File: config.mk
export PLATFORM = sky130hd
export DESIGN_NAME = dual_issue_pair_check
export DESIGN_NICKNAME = d
export VERILOG_FILES = /design/src/rtl/pair_pkg.sv /design/src/rtl/pair_class_rules.sv /design/src/rtl/pair_dep_check.sv /design/src/rtl/pair_issue_ctrl.sv /design/src/rtl/dual_issue_pair_check.sv
export SDC_FILE = /design/constraint.sdc
export NUM_CORES = 1
export LEC_CHECK = 0
export BUFFER_PORTS_ARGS = -buffer_cell sky130_fd_sc_hd__buf_2
export CORE_AREA = 2 2 39 41
export CTS_BUF_LIST = sky130_fd_sc_hd__clkbuf_4 sky130_fd_sc_hd__clkbuf_8
export DETAILED_ROUTE_END_ITERATION = 8
export DIE_AREA = 0 0 41 43
export HOLD_SLACK_MARGIN = 0.15
export MAX_ROUTING_LAYER = met4
export PLACE_DENSITY = 0.67
export SLEW_MARGIN = 20
export SYNTH_ARGS = -nofsm -noshare
export SYNTH_HDL_FRONTEND = slang
export SYNTH_SLANG_ARGS = --single-unit
File: constraint.sdc
create_clock -name clk -period 3 [get_ports clk]
set_clock_uncertainty 0.15 [all_clocks]
set_input_delay 0.45 -clock clk [delete_from_list [all_inputs] [get_ports clk]]
set_output_delay 0.45 -clock clk [all_outputs]
set_load 0.05 [all_outputs]
File: src/rtl/pair_pkg.sv
// Package: shared class codes, lane codes and lane-to-byte mapping for the
// dual-issue pairing check. Assumes 32-bit architectural registers split
// into four byte positions.
package pair_pkg;

    localparam int CLASS_W = 3;
    localparam int LANE_W  = 2;
    localparam int BYTES_W = 4;

    typedef enum logic [CLASS_W-1:0] {
        CL_MOVE    = 3'd0,
        CL_ALU     = 3'd1,
        CL_STACK   = 3'd2,
        CL_CMP     = 3'd3,
        CL_SHIFT   = 3'd4,
        CL_BRANCH  = 3'd5,
        CL_COMPLEX = 3'd6,
        CL_MISC    = 3'd7
    } insn_class_e;

    localparam logic [LANE_W-1:0] LN_FULL  = 2'd0;
    localparam logic [LANE_W-1:0] LN_HALF  = 2'd1;
    localparam logic [LANE_W-1:0] LN_BYTE0 = 2'd2;
    localparam logic [LANE_W-1:0] LN_BYTE1 = 2'd3;

    // Map a lane code to the set of register bytes it touches.
    function automatic logic [BYTES_W-1:0] lane_bytes(input logic [LANE_W-1:0] ln);
        case (ln)
            LN_FULL:  lane_bytes = 4'b1111;
            LN_HALF:  lane_bytes = 4'b0011;
            LN_BYTE0: lane_bytes = 4'b0001;
            default:  lane_bytes = 4'b0010;
        endcase
    endfunction

endpackage

File: src/rtl/pair_class_rules.sv
// Module: per-slot class screening. For each of the two slots it flags
// classes that never pair, and it flags the class-to-pipe restrictions that
// matter to the pairing choice (older slot V-only, younger slot U-only).
// Assumes class codes from pair_pkg; purely combinational.
module pair_class_rules
    import pair_pkg::*;
(
    input  logic [CLASS_W-1:0] old_class,
    input  logic               old_never,
    input  logic [CLASS_W-1:0] yng_class,
    input  logic               yng_never,
    output logic               old_v_only,
    output logic               yng_u_only,
    output logic               old_no_pair,
    output logic               yng_no_pair
);

    localparam int NSLOT = 2;

    logic [NSLOT-1:0][CLASS_W-1:0] cls;
    logic [NSLOT-1:0]              flag;
    logic [NSLOT-1:0]              solo;
    logic [NSLOT-1:0]              u_only;
    logic [NSLOT-1:0]              v_only;

    // Gather both slots into arrays so the screen is built once per slot.
    always_comb begin
        cls[0]  = old_class;
        cls[1]  = yng_class;
        flag[0] = old_never;
        flag[1] = yng_never;
    end

    for (genvar s = 0; s < NSLOT; s++) begin : g_slot
        // Classify one slot: solo-only classes, U-only and V-only classes.
        always_comb begin
            solo[s]   = flag[s] || (cls[s] == CL_COMPLEX) || (cls[s] == CL_MISC);
            u_only[s] = (cls[s] == CL_SHIFT);
            v_only[s] = (cls[s] == CL_BRANCH);
        end
    end

    // Expose only the restrictions the issue choice consumes.
    always_comb begin
        old_v_only  = v_only[0];
        yng_u_only  = u_only[1];
        old_no_pair = solo[0];
        yng_no_pair = solo[1];
    end

endmodule

File: src/rtl/pair_dep_check.sv
// Module: register dependence detection between the older and younger slot.
// Flags a flow dependence when any used younger source names the older
// destination with overlapping bytes, and an output dependence whenever
// both slots write the same register regardless of lanes. Combinational.
module pair_dep_check
    import pair_pkg::*;
#(
    parameter int REG_W = 3,
    parameter int NSRC  = 2
) (
    input  logic [REG_W-1:0]        old_dst,
    input  logic [LANE_W-1:0]       old_dst_lane,
    input  logic                    old_dst_we,
    input  logic [NSRC*REG_W-1:0]   yng_src,
    input  logic [NSRC*LANE_W-1:0]  yng_src_lane,
    input  logic [NSRC-1:0]         yng_src_use,
    input  logic [REG_W-1:0]        yng_dst,
    input  logic                    yng_dst_we,
    output logic                    raw_hit,
    output logic                    waw_hit
);

    logic [BYTES_W-1:0] old_bytes;
    logic [NSRC-1:0]    src_hit;

    // Bytes of the older destination that the write touches.
    always_comb old_bytes = lane_bytes(old_dst_lane);

    for (genvar i = 0; i < NSRC; i++) begin : g_src
        logic [REG_W-1:0]   sreg;
        logic [BYTES_W-1:0] sbytes;
        // Compare one younger source against the older write.
        always_comb begin
            sreg       = yng_src[i*REG_W +: REG_W];
            sbytes     = lane_bytes(yng_src_lane[i*LANE_W +: LANE_W]);
            src_hit[i] = yng_src_use[i] && old_dst_we && (sreg == old_dst)
                         && ((sbytes & old_bytes) != '0);
        end
    end

    // Reduce per-source hits and detect a shared destination.
    always_comb begin
        raw_hit = |src_hit;
        waw_hit = old_dst_we && yng_dst_we && (old_dst == yng_dst);
    end

endmodule

File: src/rtl/pair_issue_ctrl.sv
// Module: issue choice and output registers. Combines slot validity, class
// screening and dependence hits into one of: issue both, issue older only,
// or nothing, plus the pipe of the older slot. Decisions are registered;
// synchronous active-low reset clears them.
module pair_issue_ctrl (
    input  logic clk,
    input  logic rst_n,
    input  logic old_valid,
    input  logic yng_valid,
    input  logic old_v_only,
    input  logic yng_u_only,
    input  logic old_no_pair,
    input  logic yng_no_pair,
    input  logic raw_hit,
    input  logic waw_hit,
    output logic issue_both,
    output logic issue_first_only,
    output logic first_in_v
);

    logic pair_ok;
    logic both_d;
    logic first_d;
    logic vpipe_d;

    // Decide for this cycle from all blocking conditions.
    always_comb begin
        pair_ok = old_valid && yng_valid && !old_v_only && !yng_u_only
                  && !old_no_pair && !yng_no_pair && !raw_hit && !waw_hit;
        both_d  = pair_ok;
        first_d = old_valid && !pair_ok;
        vpipe_d = old_valid && old_v_only;
    end

    // Hold the decision for the issue stage.
    always_ff @(posedge clk) begin
        if (!rst_n) begin
            issue_both       <= 1'b0;
            issue_first_only <= 1'b0;
            first_in_v       <= 1'b0;
        end else begin
            issue_both       <= both_d;
            issue_first_only <= first_d;
            first_in_v       <= vpipe_d;
        end
    end

    AST_ONE_DECISION: assert property (@(posedge clk) disable iff (!rst_n)
        !(issue_both && issue_first_only));
    AST_OLDER_ISSUES: assert property (@(posedge clk) disable iff (!rst_n)
        old_valid |=> (issue_both || issue_first_only));
    AST_EMPTY_IDLE: assert property (@(posedge clk) disable iff (!rst_n)
        !old_valid |=> !(issue_both || issue_first_only));
    AST_RAW_SPLIT: assert property (@(posedge clk) disable iff (!rst_n)
        (old_valid && yng_valid && raw_hit) |=> (issue_first_only && !issue_both));
    AST_WAW_SPLIT: assert property (@(posedge clk) disable iff (!rst_n)
        (old_valid && yng_valid && waw_hit) |=> (issue_first_only && !issue_both));
    AST_SOLO_CLASS: assert property (@(posedge clk) disable iff (!rst_n)
        (old_valid && (old_no_pair || yng_no_pair)) |=> !issue_both);
    AST_BRANCH_ALONE: assert property (@(posedge clk) disable iff (!rst_n)
        (old_valid && old_v_only) |=> (issue_first_only && first_in_v));
    AST_SHIFT_YOUNG: assert property (@(posedge clk) disable iff (!rst_n)
        (old_valid && yng_u_only) |=> !issue_both);
    AST_PAIR_IN_U: assert property (@(posedge clk) disable iff (!rst_n)
        issue_both |-> !first_in_v);

endmodule

File: src/rtl/dual_issue_pair_check.sv
// Module: top of the dual-issue pairing check. Wires class screening and
// dependence detection into the registered issue choice. Assumes the slots
// are presented in program order and that a separate stage shifts the
// younger slot forward when only the older one issues.
module dual_issue_pair_check
    import pair_pkg::*;
#(
    parameter int REG_W = 3,
    parameter int NSRC  = 2
) (
    input  logic                   clk,
    input  logic                   rst_n,
    input  logic                   old_valid,
    input  logic [2:0]             old_class,
    input  logic                   old_never,
    input  logic [REG_W-1:0]       old_dst,
    input  logic [1:0]             old_dst_lane,
    input  logic                   old_dst_we,
    input  logic                   yng_valid,
    input  logic [2:0]             yng_class,
    input  logic                   yng_never,
    input  logic [NSRC*REG_W-1:0]  yng_src,
    input  logic [NSRC*2-1:0]      yng_src_lane,
    input  logic [NSRC-1:0]        yng_src_use,
    input  logic [REG_W-1:0]       yng_dst,
    input  logic                   yng_dst_we,
    output logic                   issue_both,
    output logic                   issue_first_only,
    output logic                   first_in_v
);

    logic old_v_only;
    logic yng_u_only;
    logic old_no_pair;
    logic yng_no_pair;
    logic raw_hit;
    logic waw_hit;

    pair_class_rules u_rules (
        .old_class   (old_class),
        .old_never   (old_never),
        .yng_class   (yng_class),
        .yng_never   (yng_never),
        .old_v_only  (old_v_only),
        .yng_u_only  (yng_u_only),
        .old_no_pair (old_no_pair),
        .yng_no_pair (yng_no_pair)
    );

    pair_dep_check #(
        .REG_W (REG_W),
        .NSRC  (NSRC)
    ) u_dep (
        .old_dst      (old_dst),
        .old_dst_lane (old_dst_lane),
        .old_dst_we   (old_dst_we),
        .yng_src      (yng_src),
        .yng_src_lane (yng_src_lane),
        .yng_src_use  (yng_src_use),
        .yng_dst      (yng_dst),
        .yng_dst_we   (yng_dst_we),
        .raw_hit      (raw_hit),
        .waw_hit      (waw_hit)
    );

    pair_issue_ctrl u_ctrl (
        .clk              (clk),
        .rst_n            (rst_n),
        .old_valid        (old_valid),
        .yng_valid        (yng_valid),
        .old_v_only       (old_v_only),
        .yng_u_only       (yng_u_only),
        .old_no_pair      (old_no_pair),
        .yng_no_pair      (yng_no_pair),
        .raw_hit          (raw_hit),
        .waw_hit          (waw_hit),
        .issue_both       (issue_both),
        .issue_first_only (issue_first_only),
        .first_in_v       (first_in_v)
    );

endmodule

* After elaboration in Yosys (flattened, before gate mapping)
Index checks and enable logic that the tools add are counted.
** Word-level totals
- Register bits :: 3
- Input bits :: 34
- Output and inout bits :: 3
- Logic and storage cells :: 57
** Cells by class
- Eq/ne operators :: 15
- Muxes and demuxes :: 3
- Bitwise operators :: 2
- Reduce and logical (&&, ||, !) cells :: 34
** Operators by type and width (count)
- one-hot mux 4 bit (3 select lines) :: 3
- == test 3 bit (second input constant) :: 6
- logical AND 1 bit :: 17
- == test 3 bit :: 3
- bitwise AND 4 bit :: 2
- nonzero test 4 bit :: 2
- logical NOT 1 bit :: 7
- == test 2 x 1 -> 1 bit (second input constant) :: 3
- == test 2 bit (second input constant) :: 3
- logical NOT 2 bit :: 3
- logical OR 1 bit :: 4
- OR reduction 2 bit :: 1

* Longest topological paths before layout
- Depth after elaboration :: 11
- Depth in mapped cells :: 4
- Gate-level depth less buffers :: 4

* Cells and area by module
Synthesis repeated with hierarchy kept, for this count alone.
** Unflattened totals
- Cell total of the unflattened synthesis :: 32
- Area total of the unflattened synthesis :: 292.8 µm²
** Modules (own cells, without submodules)
- pair_dep_check :: times used 1, cells an instance 19, area an instance 151.4 µm², sequential area each 0.0 µm²
- pair_issue_ctrl :: times used 1, cells an instance 9, area an instance 103.8 µm², sequential area each 60.1 µm²
- pair_class_rules :: times used 1, cells an instance 4, area an instance 37.5 µm², sequential area each 0.0 µm²

* Worst setup path before layout
Ideal clock, no wire load.
- Path type :: input port to flip-flop
- From :: input old_dst[2]
- To :: register u_ctrl.issue_both
- Library setup time :: 0.115 ns
- Arrival time :: 1.139 ns
- Required time :: 2.735 ns
- Slack :: 1.596 ns
- Stages on the path :: 4
- Buffers on the path :: 0
- Cell sequence :: xor2_1 > nor4_1 > a211oi_2 > and3_1
** On the way
- Longest elaborated chain between the ends :: 7
- Elaborated cells between the ends (all ways) :: 13
- Classes of those cells :: eq/ne (3); reduce/logical (10)
** Ends and longest elaborated chain
- from (decl) :: RTL line dual_issue_pair_check.sv:16 : input logic [REG_W-1:0] old_dst,
- == test 3 bit :: RTL line pair_dep_check.sv:36 : src_hit[i] = yng_src_use[i] && old_dst_we && (sreg == old_dst)
- logical AND 1 bit :: RTL line pair_dep_check.sv:36
- logical AND 1 bit :: RTL line pair_dep_check.sv:37 : && ((sbytes & old_bytes) != '0);
- OR reduction 2 bit :: RTL line pair_dep_check.sv:43 : raw_hit = |src_hit;
- logical NOT 1 bit :: RTL line pair_issue_ctrl.sv:29 : && !old_no_pair && !yng_no_pair && !raw_hit && !waw_hit;
- logical AND 1 bit :: RTL line pair_issue_ctrl.sv:29
- logical AND 1 bit * :: RTL line pair_issue_ctrl.sv:29
- to (signal assigned) :: RTL line pair_issue_ctrl.sv:42 : issue_both <= both_d;
- to (decl) :: RTL line pair_issue_ctrl.sv:16 : output logic issue_both,
Mark *: on every way between the ends. The rest lies on a longest branch, timed or not.
A chain may end at the register's enable or synchronous reset.

* Worst setup path in the final report
- From :: register u_ctrl.issue_both
- To :: output issue_both
** RTL lines
- to (decl) :: RTL line dual_issue_pair_check.sv:27 : output logic issue_both,
No word-level cell between the ends.

==> flow_summary.toml <==
[critical_path]
worstPathArrival_ns = 0.78
critPathKind = "flip-flop to output port"
cp_cell_sequence = "buf_2"
critPathBufInv = 1
timing.critical_path.required_ns = 2.40
cp-startpoint = "u_ctrl.issue_both"
crit_slowest_cell = "dfxtp_1"
startpoint_types = "flip-flop"
cpLargestDelayFamily = "flip-flops"
maximum_net_fanout_on_the_critical_path = 1
worst_path_largest_cell_delay_ns = 0.30
critical_path.endpoint = "issue_both"
setup.worst_path.end_class = "output port"
crit_cells = 1

[run]
drv_cap = 0

[floorplan]
die-width_um = 41
floorplan.die.height_um = 43
std_cell_rows = 14
design.portCount = 37
start_util_pct = 19.8
die_area_mm2 = 0.00176
core_area_mm2 = 0.00138

[grt]
first_global_vias = 317
grt_max_degree = 4
track_usage_pct = 9.35
grt_remaining_overflow = 0
grt_first_pass_wirelength_mm = 1.10
antenna_found_initial = 0

[placement]
io_buffers = 36
dp.final_hpwl_um = 694
gp_congestion = 0.779
place.detailed.instances = 85
dp_slack_ns = 1.39
placement.cell_area_um2 = 474

[timing]
fin_setup_tns_ns = 0
worst_hold_margin_ns = 0.247
hold_violations = 0
grt_setup_unrepaired = "false"
setup_viol = 0
finalMaxSlewViolations = 0
timing.final.ws_setup_ns = 1.62
period_share_pct = 45.9
fmax_mhz = 726
timing.final.crit_period_ns = 1.38
slew-limit-headroom_pct = 80.5
worst-slew-pin-transition_ns = 0.290

[power_and_ir_drop]
leakage_nw = 0.268
power.density_cell_area_mw_per_mm2 = 337
totalPowerFinal_uw = 170
power.ir.vdd_worst_uv = 97.0

[drt]
route.vias.total = 363
final_antenna_net_count = 0
drt-vias-per-instance = 4.08
drt_wl_total_um = 782
route.detailed.drc = 0
drt_iter0_drc = 1
route.detailed.wl_per_inst_um = 8.79
detailedRoute.firstPassIterationCount = 2

[cells_and_area]
nets = 108
number_of_non_filler_instances_in_the_completed_layout = 89
multiInputGateArea_um2 = 214
layout.cells.most_common_list = "buf_2 (36), xor2_1 (11), nand2_1 (5)"
drive_gt1_share_pct = 58.9
num_antenna_cells = 0
post_layout_instance_area_um2 = 504
final_core_utilization_pct = 36.4
register_area_um2 = 60.1
fillCellCount = 148
area_delta_synth_final_pct = 84.0
layout.cells.most_common = "buf_2"

[clock_tree]
numClockSinks = 3
cts_tree = "yes"
cts_buffers = 3
clk_root_buffer_cell = "clkbuf_4"
cts_buffer_depth = 2
cts_hold_buffers = 0
post_cts_resized = 0
cts.reportedPaths.clkPinSlew_ns = 0.04
cts_setup_buffers = 0
cts_max_level = 1

[synthesis]
synthAdderAreaFrac_pct = 0
synthXorXnorAreaFrac_pct = 35.2
main_combinational_cell_family_by_area_after_synthesis = "XOR/XNOR gates"
synthSimpleGateAreaFrac_pct = 32.0
synthTopCellsByArea = "xor2_1 (35%), dfxtp_1 (22%), nor4_2 (9.1%)"
synth_compound_gate_area_share_pct = 11.0
postSynthRegisterBits = 3
synth_nets = 67
netlist.area_leader.share_pct = 35.2
synth.cell_area_um2 = 274
synth-warning-count = 0
post_synthesis_sequential_area_ratio_pct = 21.9
post_synth_mux_area_share_pct = 0
synth.distinct_cells = 15
syn_avg_cell_area_um2 = 8.30
synth_top_cell_by_area = "xor2_1"
post_synth_inst_count = 33

[status]
run_status = "complete, no violations"

[min_path]
min-delay-start = "old_class[1]"
timing.hold.worst.class = "primary input to flip-flop"
## cell type report
| class | count | area share [%] |
|---|---|---|
| repair buffers | 36 | 35.7 |
| flip-flops and latches | 3 | 11.9 |
| multi-input cells | 30 | 42.4 |
| well taps | 16 | 3.97 |
| clock buffers | 4 | 5.96 |
## Yosys cell counts
library cell  instances
nor4_1                1
and3_1                1
nor4_2                2
nor3_1                1
a22oi_1               1
nand3_1               2
o21ai_0               1
a211oi_2              1
nand2_1               5
nand2b_1              1
xor2_1               11
nand4_1               1
dfxtp_1               3
a21oi_1               1
nor2_1                1
## flip-flops by register name (all words and copies together), names as in the netlist
register                 cells
u_ctrl.issue_both            1
u_ctrl.issue_first_only      1
u_ctrl.first_in_v            1
## worst min-delay path by stage
| stage | to | slack [ns] | cells after the start |
|---|---|---|---|
| 6_report | u_ctrl.first_in_v | 0.25 | 2 |
| 5_1_grt | u_ctrl.first_in_v | 0.26 | 2 |
| 3_5_place_dp | u_ctrl.first_in_v | 0.48 | 2 |
| 2_1_floorplan | u_ctrl.first_in_v | 0.38 | 1 |
| 3_3_place_gp | u_ctrl.first_in_v | 0.48 | 2 |
| 4_1_cts | u_ctrl.first_in_v | 0.24 | 2 |
## power by group
group	internal, mW	switching (mW)	leakage (nW)
Combinational	0.0253	0.0237	0.225
Clock	0.0588	0.0207	0.0184
Sequential	0.0412	0.000215	0.0245
## cell families (layout without fill, tap and decap cells)
group                     after synthesis  count (layout)
and+or+nand+nor                        15              15
xor gates and xnor gates               11              11
AOI/OAI and AO/OA                       4               4
DFF                                     3               3
buffers and inverters                   0              40
## metal layers
metal  wire (um)  track usage, %  up-vias
li1            -               -      196
met1         311            10.9      146
met2         388            14.1       21
met3          82               0        0
met4           0            8.00        0
met5           0               -        -
No activity file was read; power rests on OpenSTA's default activity.
